==> config.mk <==
export PLATFORM = sky130hd
export DESIGN_NAME = onoff_delay_timer
export DESIGN_NICKNAME = d
export VERILOG_FILES = /design/src/rtl/timer_pkg.sv /design/src/rtl/dt_sync.sv /design/src/rtl/dt_datapath.sv /design/src/rtl/dt_ctrl.sv /design/src/rtl/onoff_delay_timer.sv
export SDC_FILE = /design/constraint.sdc
export NUM_CORES = 1
export LEC_CHECK = 0
export BUFFER_PORTS_ARGS = -buffer_cell sky130_fd_sc_hd__buf_2
export CORE_UTILIZATION = 57
export CTS_BUF_LIST = sky130_fd_sc_hd__clkbuf_8
export CTS_CLUSTER_SIZE = 40
export DETAILED_ROUTE_END_ITERATION = 7
export PLACE_DENSITY_LB_ADDON = 0.1
export SYNTH_ARGS = -nofsm -noshare
export SYNTH_HDL_FRONTEND = slang
export SYNTH_SLANG_ARGS = --single-unit
==> constraint.sdc <==
create_clock -name clk -period 4.4 [get_ports clk]
set_clock_uncertainty 0.1 [all_clocks]
set_input_delay 0.88 -clock clk [delete_from_list [all_inputs] [get_ports clk]]
set_output_delay 0.88 -clock clk [all_outputs]
set_load 0.02 [all_outputs]
==> src/rtl/timer_pkg.sv <==
package timer_pkg;

  // Phase of the timer as seen by the control path.
  typedef enum logic [1:0] {
    ST_LOW     = 2'b00,  // output 0, trigger settled at 0
    ST_ONWAIT  = 2'b01,  // output 0, timing the on interval
    ST_HIGH    = 2'b10,  // output 1, trigger settled at 1
    ST_OFFWAIT = 2'b11   // output 1, timing the off interval
  } timerState_t;

  // Strobes from control to the counting datapath.
  typedef struct packed {
    logic clr;     // return count to zero
    logic inc;     // advance count by one tick
    logic selOff;  // compare against the off-delay limit
  } cntStrobe_t;

endpackage

==> src/rtl/dt_sync.sv <==
module dt_sync #(
  parameter int STAGES = 2
) (
  input  logic clk,
  input  logic rst,
  input  logic asyncIn,
  output logic syncOut
);

  logic [STAGES-1:0] stageQ;

  generate
    for (genvar i = 0; i < STAGES; i++) begin : g_stage
      if (i == 0) begin : g_first
        always_ff @(posedge clk) begin
          if (rst) stageQ[i] <= 1'b0;
          else     stageQ[i] <= asyncIn;
        end
      end else begin : g_rest
        always_ff @(posedge clk) begin
          if (rst) stageQ[i] <= 1'b0;
          else     stageQ[i] <= stageQ[i-1];
        end
      end
    end
  endgenerate

  assign syncOut = stageQ[STAGES-1];

  // The first clock after reset must still present the cleared value.
  AST_SYNC_CLEARED: assert property (@(posedge clk)
    rst |=> !syncOut)
    else $error("synchronizer not cleared");

endmodule

==> src/rtl/dt_datapath.sv <==
module dt_datapath
  import timer_pkg::*;
#(
  parameter int CNT_W = 16
) (
  input  logic             clk,
  input  logic             rst,
  input  cntStrobe_t       strobe,
  input  logic [CNT_W-1:0] onDelay,
  input  logic [CNT_W-1:0] offDelay,
  output logic             limZero,
  output logic             lastTick
);

  localparam int EXT_W = CNT_W + 1;

  logic [CNT_W-1:0] cnt;
  logic [CNT_W-1:0] limit;
  logic [EXT_W-1:0] cntNext;

  assign limit    = strobe.selOff ? offDelay : onDelay;
  assign limZero  = (limit == '0);
  assign cntNext  = {1'b0, cnt} + EXT_W'(1);
  // True when the tick taken this cycle would complete the interval.
  assign lastTick = (cntNext >= {1'b0, limit});

  always_ff @(posedge clk) begin
    if (rst || strobe.clr) cnt <= '0;
    else if (strobe.inc)   cnt <= cntNext[CNT_W-1:0];
  end

  AST_NO_OVERFLOW: assert property (@(posedge clk) disable iff (rst)
    strobe.inc |-> (cnt != '1))
    else $error("count would wrap");

  AST_CLEAR_WINS: assert property (@(posedge clk) disable iff (rst)
    strobe.clr |=> (cnt == '0))
    else $error("count not cleared");

  AST_INC_EXCLUSIVE: assert property (@(posedge clk) disable iff (rst)
    !(strobe.clr && strobe.inc))
    else $error("clear and advance together");

endmodule

==> src/rtl/dt_ctrl.sv <==
module dt_ctrl
  import timer_pkg::*;
(
  input  logic       clk,
  input  logic       rst,
  input  logic       tickEn,
  input  logic       trigSync,
  input  logic       limZero,
  input  logic       lastTick,
  output cntStrobe_t strobe,
  output logic       outQ
);

  timerState_t state, stateNxt;

  always_comb begin
    stateNxt      = state;
    strobe        = '0;
    strobe.selOff = (state == ST_HIGH) || (state == ST_OFFWAIT);
    unique case (state)
      ST_LOW: begin
        if (trigSync) begin
          strobe.clr = 1'b1;
          stateNxt   = limZero ? ST_HIGH : ST_ONWAIT;
        end
      end
      ST_ONWAIT: begin
        if (!trigSync) begin
          strobe.clr = 1'b1;
          stateNxt   = ST_LOW;
        end else if (tickEn) begin
          if (lastTick) begin
            strobe.clr = 1'b1;
            stateNxt   = ST_HIGH;
          end else begin
            strobe.inc = 1'b1;
          end
        end
      end
      ST_HIGH: begin
        if (!trigSync) begin
          strobe.clr = 1'b1;
          stateNxt   = limZero ? ST_LOW : ST_OFFWAIT;
        end
      end
      ST_OFFWAIT: begin
        if (trigSync) begin
          strobe.clr = 1'b1;
          stateNxt   = ST_HIGH;
        end else if (tickEn) begin
          if (lastTick) begin
            strobe.clr = 1'b1;
            stateNxt   = ST_LOW;
          end else begin
            strobe.inc = 1'b1;
          end
        end
      end
      default: begin
        strobe.clr = 1'b1;
        stateNxt   = ST_LOW;
      end
    endcase
  end

  always_ff @(posedge clk) begin
    if (rst) state <= ST_LOW;
    else     state <= stateNxt;
  end

  assign outQ = (state == ST_HIGH) || (state == ST_OFFWAIT);

  AST_RISE_NEEDS_HIGH: assert property (@(posedge clk) disable iff (rst)
    $rose(outQ) |-> $past(trigSync))
    else $error("output rose without trigger high");

  AST_FALL_NEEDS_LOW: assert property (@(posedge clk) disable iff (rst)
    $fell(outQ) |-> ($past(rst) || !$past(trigSync)))
    else $error("output fell without trigger low");

  AST_RESET_CLEARS: assert property (@(posedge clk)
    rst |=> !outQ)
    else $error("output not cleared by reset");

  AST_TICK_HOLD_ON: assert property (@(posedge clk) disable iff (rst)
    (state == ST_ONWAIT && trigSync && !tickEn) |=> (state == ST_ONWAIT))
    else $error("on interval moved without tick");

  AST_TICK_HOLD_OFF: assert property (@(posedge clk) disable iff (rst)
    (state == ST_OFFWAIT && !trigSync && !tickEn) |=> (state == ST_OFFWAIT))
    else $error("off interval moved without tick");

endmodule

==> src/rtl/onoff_delay_timer.sv <==
module onoff_delay_timer
  import timer_pkg::*;
#(
  parameter int CNT_W       = 16,
  parameter int SYNC_STAGES = 2
) (
  input  logic             clk,
  input  logic             rst,
  input  logic             tickEn,
  input  logic             trigIn,
  input  logic [CNT_W-1:0] onDelay,
  input  logic [CNT_W-1:0] offDelay,
  output logic             outQ
);

  logic       trigSync;
  logic       limZero;
  logic       lastTick;
  cntStrobe_t strobe;

  dt_sync #(.STAGES(SYNC_STAGES)) u_sync (
    .clk     (clk),
    .rst     (rst),
    .asyncIn (trigIn),
    .syncOut (trigSync)
  );

  dt_ctrl u_ctrl (
    .clk      (clk),
    .rst      (rst),
    .tickEn   (tickEn),
    .trigSync (trigSync),
    .limZero  (limZero),
    .lastTick (lastTick),
    .strobe   (strobe),
    .outQ     (outQ)
  );

  dt_datapath #(.CNT_W(CNT_W)) u_dp (
    .clk      (clk),
    .rst      (rst),
    .strobe   (strobe),
    .onDelay  (onDelay),
    .offDelay (offDelay),
    .limZero  (limZero),
    .lastTick (lastTick)
  );

endmodule

Yosys cells after proc, flatten, opt, wreduce, memory -nomap -nowiden
Index checks and enable logic that the tools add are counted.
{ "classes": {"n_addsub": 1, "magnitude_cmp": 1, "n_eq_ne": 9, "n_mux": 23, "reduce_logical": 5} }
{ "ops": {"columns": ["cell", "n"], "rows": [
  ["$mux W2", 11],
  ["$add A16 B1 Y17 const B", 1],
  ["$ge A17 B16 Y1", 1],
  ["$logic_not A16 Y1", 1],
  ["$mux W16", 1],
  ["$ne A3 B3 Y1 const B", 4],
  ["$mux W1", 8],
  ["$pmux W2 S4", 1],
  ["$reduce_and A6 Y1", 1],
  ["$eq A2 B2 Y1 const B", 2],
  ["$ne A2 B2 Y1 const B", 2],
  ["$pmux W1 S4", 1],
  ["$eq A2 B1 Y1 const B", 1],
  ["$logic_not A2 Y1", 1],
  ["$logic_or A1 B1 Y1", 2],
  ["$pmux W1 S2", 1]
]} }
{ "totals": {"regBits": 20, "in_bits": 36, "output_inout_bits": 1, "word_cells": 43} }

Longest topological paths before layout
{ "depth": {"depth_word": 9, "ltp_mapped": 14, "mapped_depth_nobuf": 12} }

Cells and area by module
From an unflattened synthesis, not the netlist that was laid out.
{ "unflattened": {"cells_unflattened": 193, "hier_area_um2": 1650.3} }
{ "by_module_without_submodules": {"columns": ["mod", "n_inst", "cells_each", "area_per_inst_um2", "seq_area_each_um2"], "rows": [
  ["dt_datapath", 1, 174, 1458.9, 320.3],
  ["dt_ctrl", 1, 15, 138.9, 40.0],
  ["dt_sync", 1, 4, 52.6, 40.0]
]} }

Worst setup path before layout
No wires, ideal clock.
{ "synth_timing": {"kind": "flip-flop to flip-flop", "from": "register u_ctrl.state[1]", "to": "register u_dp.cnt[10]", "setup_ns": 0.066, "arrival_ns": 3.070, "required_time_ns": 4.234, "slack_ns": 1.164, "stages_incl_launch_ff": 13, "path_buffers": 4, "period_less_slack_ns": 3.236, "path_cell_list": "dfxtp_1 > buf_4 > buf_2 > buf_1 > mux2i_1 > ha_1 > a21oi_1 > o21ai_1 > a2111oi_4 > o2111ai_4 > buf_8 > or3_1 > a21oi_2"} }
{ "synth_via": {"elab_chain_cells": 9, "elab_cells_between_ends": 17, "classes_between": "order compare (1); eq/ne (3); mux (10); reduce/logical (3)"} }
{ "synth_lines": {"columns": ["item", "line", "text"], "rows": [
  ["start, declared", "dt_ctrl.sv:14", "timerState_t state, stateNxt;"],
  ["start signal, assigned", "dt_ctrl.sv:68", "else state <= stateNxt;"],
  ["$eq A2 B2 Y1", "dt_ctrl.sv:19, dt_ctrl.sv:20", null],
  ["$logic_or A1 B1 Y1", "dt_ctrl.sv:19", "strobe.selOff = (state == ST_HIGH) || (state == ST_OFFWAIT);"],
  ["$mux W16", "dt_datapath.sv:21", "assign limit = strobe.selOff ? offDelay : onDelay;"],
  ["$ge A17 B16 Y1", "dt_datapath.sv:25", "assign lastTick = (cntNext >= {1'b0, limit});"],
  ["$mux W1", "dt_ctrl.sv:32, dt_ctrl.sv:51", null],
  ["$mux W2", "dt_ctrl.sv:31", "end else if (tickEn) begin"],
  ["$mux W1, on equally long branches", "dt_ctrl.sv:47, dt_ctrl.sv:28", null],
  ["$pmux W1 S4", "dt_ctrl.sv:20", "unique case (state)"],
  ["$logic_or A1 B1 Y1", "dt_datapath.sv:28", "if (rst || strobe.clr) cnt <= '0;"],
  ["end signal, assigned", "dt_datapath.sv:29", "else if (strobe.inc) cnt <= cntNext[CNT_W-1:0];"],
  ["end, declared", "dt_datapath.sv:17", "logic [CNT_W-1:0] cnt;"]
]} }
Several ways; a longest one is shown, not always the timed one.
A chain may end at the register's enable or synchronous reset.

Worst setup path in the final report
{ "layout_timing": {"from": "register u_dp.cnt[0]", "to": "register u_dp.cnt[11]"} }
{ "layout_via": {"elab_chain_cells": 7, "elab_cells_between_ends": 12, "classes_between": "add/sub (1); order compare (1); mux (9); reduce/logical (1)"} }
{ "layout_lines": {"columns": ["item", "line", "text"], "rows": [
  ["$add A16 B1 Y17 *", "dt_datapath.sv:23", "assign cntNext = {1'b0, cnt} + EXT_W'(1);"],
  ["via u_dp.cntNext[10]", "dt_datapath.sv:19", "logic [EXT_W-1:0] cntNext;"],
  ["$ge A17 B16 Y1 *", "dt_datapath.sv:25", null],
  ["$mux W1", "dt_ctrl.sv:32, dt_ctrl.sv:51", null],
  ["$mux W2 *", "dt_ctrl.sv:31", null],
  ["$mux W1, on equally long branches", "dt_ctrl.sv:47, dt_ctrl.sv:28", null],
  ["$pmux W1 S4", "dt_ctrl.sv:20", null],
  ["$logic_or A1 B1 Y1", "dt_datapath.sv:28", null]
]} }
The timed path passes the listed nets; every way through them passes the cells marked *.

==> results by group <==
Outcome
  – Outcome: finished clean

Power
  – Leak pwr: 0.7538 nW
  – Power, Total: 383.2 uW
  – Max VDD drop: 0.1157 mV
  – Pwr dens: 185.3 nW/um^2

Clocking
  – CTS tree: built
  – Clk_lat worst skew: 0.26 ns
  – Hold_buf cts: 0
  – Clk buf depth: 2
  – Total clock buffers created by CTS: 3
  – CTS root buf: clkbuf_8
  – Reg clk slew, reported paths: 0.07 ns
  – Post-CTS sizing: 0
  – Clk sinks: 20
  – Post-CTS Repair Setup Buffers: 0
  – CTS H-tree lvls: 1

Setup path
  – Crit-path max FO: 28
  – Crit. Startpoint: u_dp.cnt[0]$_SDFFE_PP0P_
  – Arrival @ worst endpoint: 3.81 ns
  – FF-to-FF End: u_dp.cnt[11]$_SDFFE_PP0P_
  – Worst setup SP type: flip-flop
  – Worst r2r src: u_dp.cnt[0]$_SDFFE_PP0P_
  – WP data required: 4.50 ns
  – Worst Reg-to-Reg Cells: 12
  – Worst setup EP type: flip-flop
  – Crit path kind: flip-flop to flip-flop
  – Flop2flop setup slack: 0.69 ns

Run
  – Max-cap violations: 0

Finish
  – Area Overhead vs Synth: 12.07%
  – Nets: 293
  – Layout cells sized above 1: 25.94%
  – Design area: 2068 um^2
  – Antenna cells: 0

Detailed routing
  – TritonRoute pass-1 iters: 4
  – Vias: 1683
  – Via density per instance: 5.947
  – Drt wl/cell: 14.28 um
  – Initial detailed-routing violation count: 86
  – Post-DRT Antenna Nets: 0
  – Residual DRC count: 0
  – Total wire length: 4040 um

Global routing
  – Grt total ovfl: 0
  – Total GRT Usage: 25.58%
  – Initial antenna violation count: 0
  – Pin count of the biggest net entering global routing: 29
  – First-pass GRT wire length: 6775 um
  – Number of global-route vias before repair: 1542

Min path
  – Hold EP: u_sync.syncOut$_SDFF_PP0_
  – Hold Crit Depth: 1
  – Hold wc startpoint: u_sync.stageQ[0]$_SDFF_PP0_
  – Worst min-delay path category: flip-flop to flip-flop

Timing
  – Unrepaired setup endpoints after global routing: no
  – Slew @ Worst Pin: 0.7616 ns
  – Fmax: 269.9 MHz
  – Final count of hold timing violations: 0
  – Count of final max-slew check failures: 0
  – Final critical-path required period: 3.706 ns
  – Final period util: 84.22%
  – Total Neg Setup Slack: 0 ns
  – Final setup fails: 0
  – Slew headroom: 49.16%

Floorplanning
  – Die Width: 58.90 um
  – Initial Util: 60.45%
  – Rows: 20
  – Core area: 3053 um^2
  – IO Pins: 37
  – Die area: 3469 um^2
  – Die Y: 58.90 um

Logic synthesis
  – Dominant cells by area after synthesis: dfxtp_1 (22%), ha_1 (12%), mux2i_1 (8.7%)
  – Synthesized area: 1846 um^2
  – FF+latch count, synth: 20
  – Post-synth EDFFs: 0
  – Top_reg_cell synth: dfxtp_1
  – Syn avg cell area: 8.916 um^2
  – Cell taking the most area after synthesis: dfxtp_1
  – Post-synth ARST share: 0%
  – Syn. warnings: 0
  – Synthesized instance count: 207
  – Top cell type's share of synthesized area: 21.69%
  – Register area share after synthesis: 21.69%
  – Yosys cell types: 52
  – Syn Nets: 260

Placement
  – GP Congestion: 0.8512
  – Port bufs: 36
  – Placed instance area: 2013 um^2
  – Post-DP HPWL: 3263 um
cells in the mapped netlist, types with 5 or more instances:
| master | n |
|---|---|
| dfxtp_1 | 20 |
| ha_1 | 17 |
| mux2i_1 | 16 |
| nor2_1 | 13 |
| o21ai_1 | 13 |
| xnor2_1 | 13 |
| or3_1 | 12 |
| a21oi_2 | 9 |
| nand4_1 | 9 |
| a21oi_1 | 7 |
| nand3_1 | 7 |
| nand2_1 | 6 |
| inv_1 | 5 |
cell type report:
class,instances,area (um^2)
well taps,44,55.05
inverters,5,18.77
repair buffers,37,187.7
flip-flops and latches,20,400.4
fillers,277,984.7
multi-input cells,173,1351
clock buffers,4,55.05
layer usage:
metal  up-vias  wire length, um  track usage (%)
met5         -                0                0
met4         0               48            8.163
met3         5              199            2.198
met2        43             1869            43.51
met1       786             1922            34.20
li1        849                -                -
kinds of logic (layout without fill, tap and decap cells):
kind of cell	after synthesis	after routing	share of synthesized area [%]
adders and majority gates	17	17	11.53
AOI/OAI and AO/OA	51	51	22.64
buffers and inverters	14	46	5.084
muxes	17	17	9.288
xor gates and xnor gates	17	17	8.475
and+or+nand+nor	71	71	21.29
DFF	20	20	21.69
cells in the final DEF (no fill, tap or decap), types with 9 or more instances in the layout:
cell,n
xnor2_1,13
ha_1,17
nand4_1,9
a21oi_2,9
buf_2,36
nor2_1,13
dfxtp_1,20
or3_1,12
o21ai_1,13
mux2i_1,16
through the flow:
step,hold WS (ns),util (%),std cells,setup WS [ns]
2_1_floorplan,0.3138,-,207,1.164
3_3_place_gp,0.3186,65.94,279,0.8764
3_5_place_dp,0.3285,65.94,279,0.7435
4_1_cts,0.3465,67.75,283,0.6945
5_1_grt,0.3566,67.75,283,0.3521
6_report,0.3464,67.75,283,0.6943
worst max-delay path by stage:
stage | to | cells past startpoint | slack [ns]
6_report | u_dp.cnt[11]$_SDFFE_PP0P_ | 12 | 0.69
5_1_grt | u_dp.cnt[11]$_SDFFE_PP0P_ | 12 | 0.35
4_1_cts | u_dp.cnt[11]$_SDFFE_PP0P_ | 11 | 0.69
3_5_place_dp | u_dp.cnt[11]$_SDFFE_PP0P_ | 12 | 0.74
3_3_place_gp | u_dp.cnt[11]$_SDFFE_PP0P_ | 12 | 0.88
2_1_floorplan | u_dp.cnt[10]$_SDFFE_PP0P_ | 12 | 1.16
state kept, by name, summed over array words and instances (netlist names):
register and cells:
u_ctrl.state 2, u_dp.cnt 16, u_sync.stageQ 1, u_sync.syncOut 1
where the power goes:
group / switching [mW] / internal [mW] / total [mW]
combinational: 0.0306 / 0.0266 / 0.0573
clock: 0.0608 / 0.0797 / 0.140
sequential: 0.00282 / 0.183 / 0.185
total: 0.0943 / 0.289 / 0.383
critical path: stages (launching register included):
cell       delay, ns
dfxtp_1         0.41
ha_1            0.27
nand4_1         0.15
nor2_1          0.22
nand4_1         0.19
xnor2_1         0.17
ha_1            0.32
a211oi_1        0.22
nor2_1          0.10
o31ai_2         0.37
o2111ai_4       0.43
or4_1           0.55
a21oi_2         0.14
Note: power is estimated with default switching activity, not from simulation.
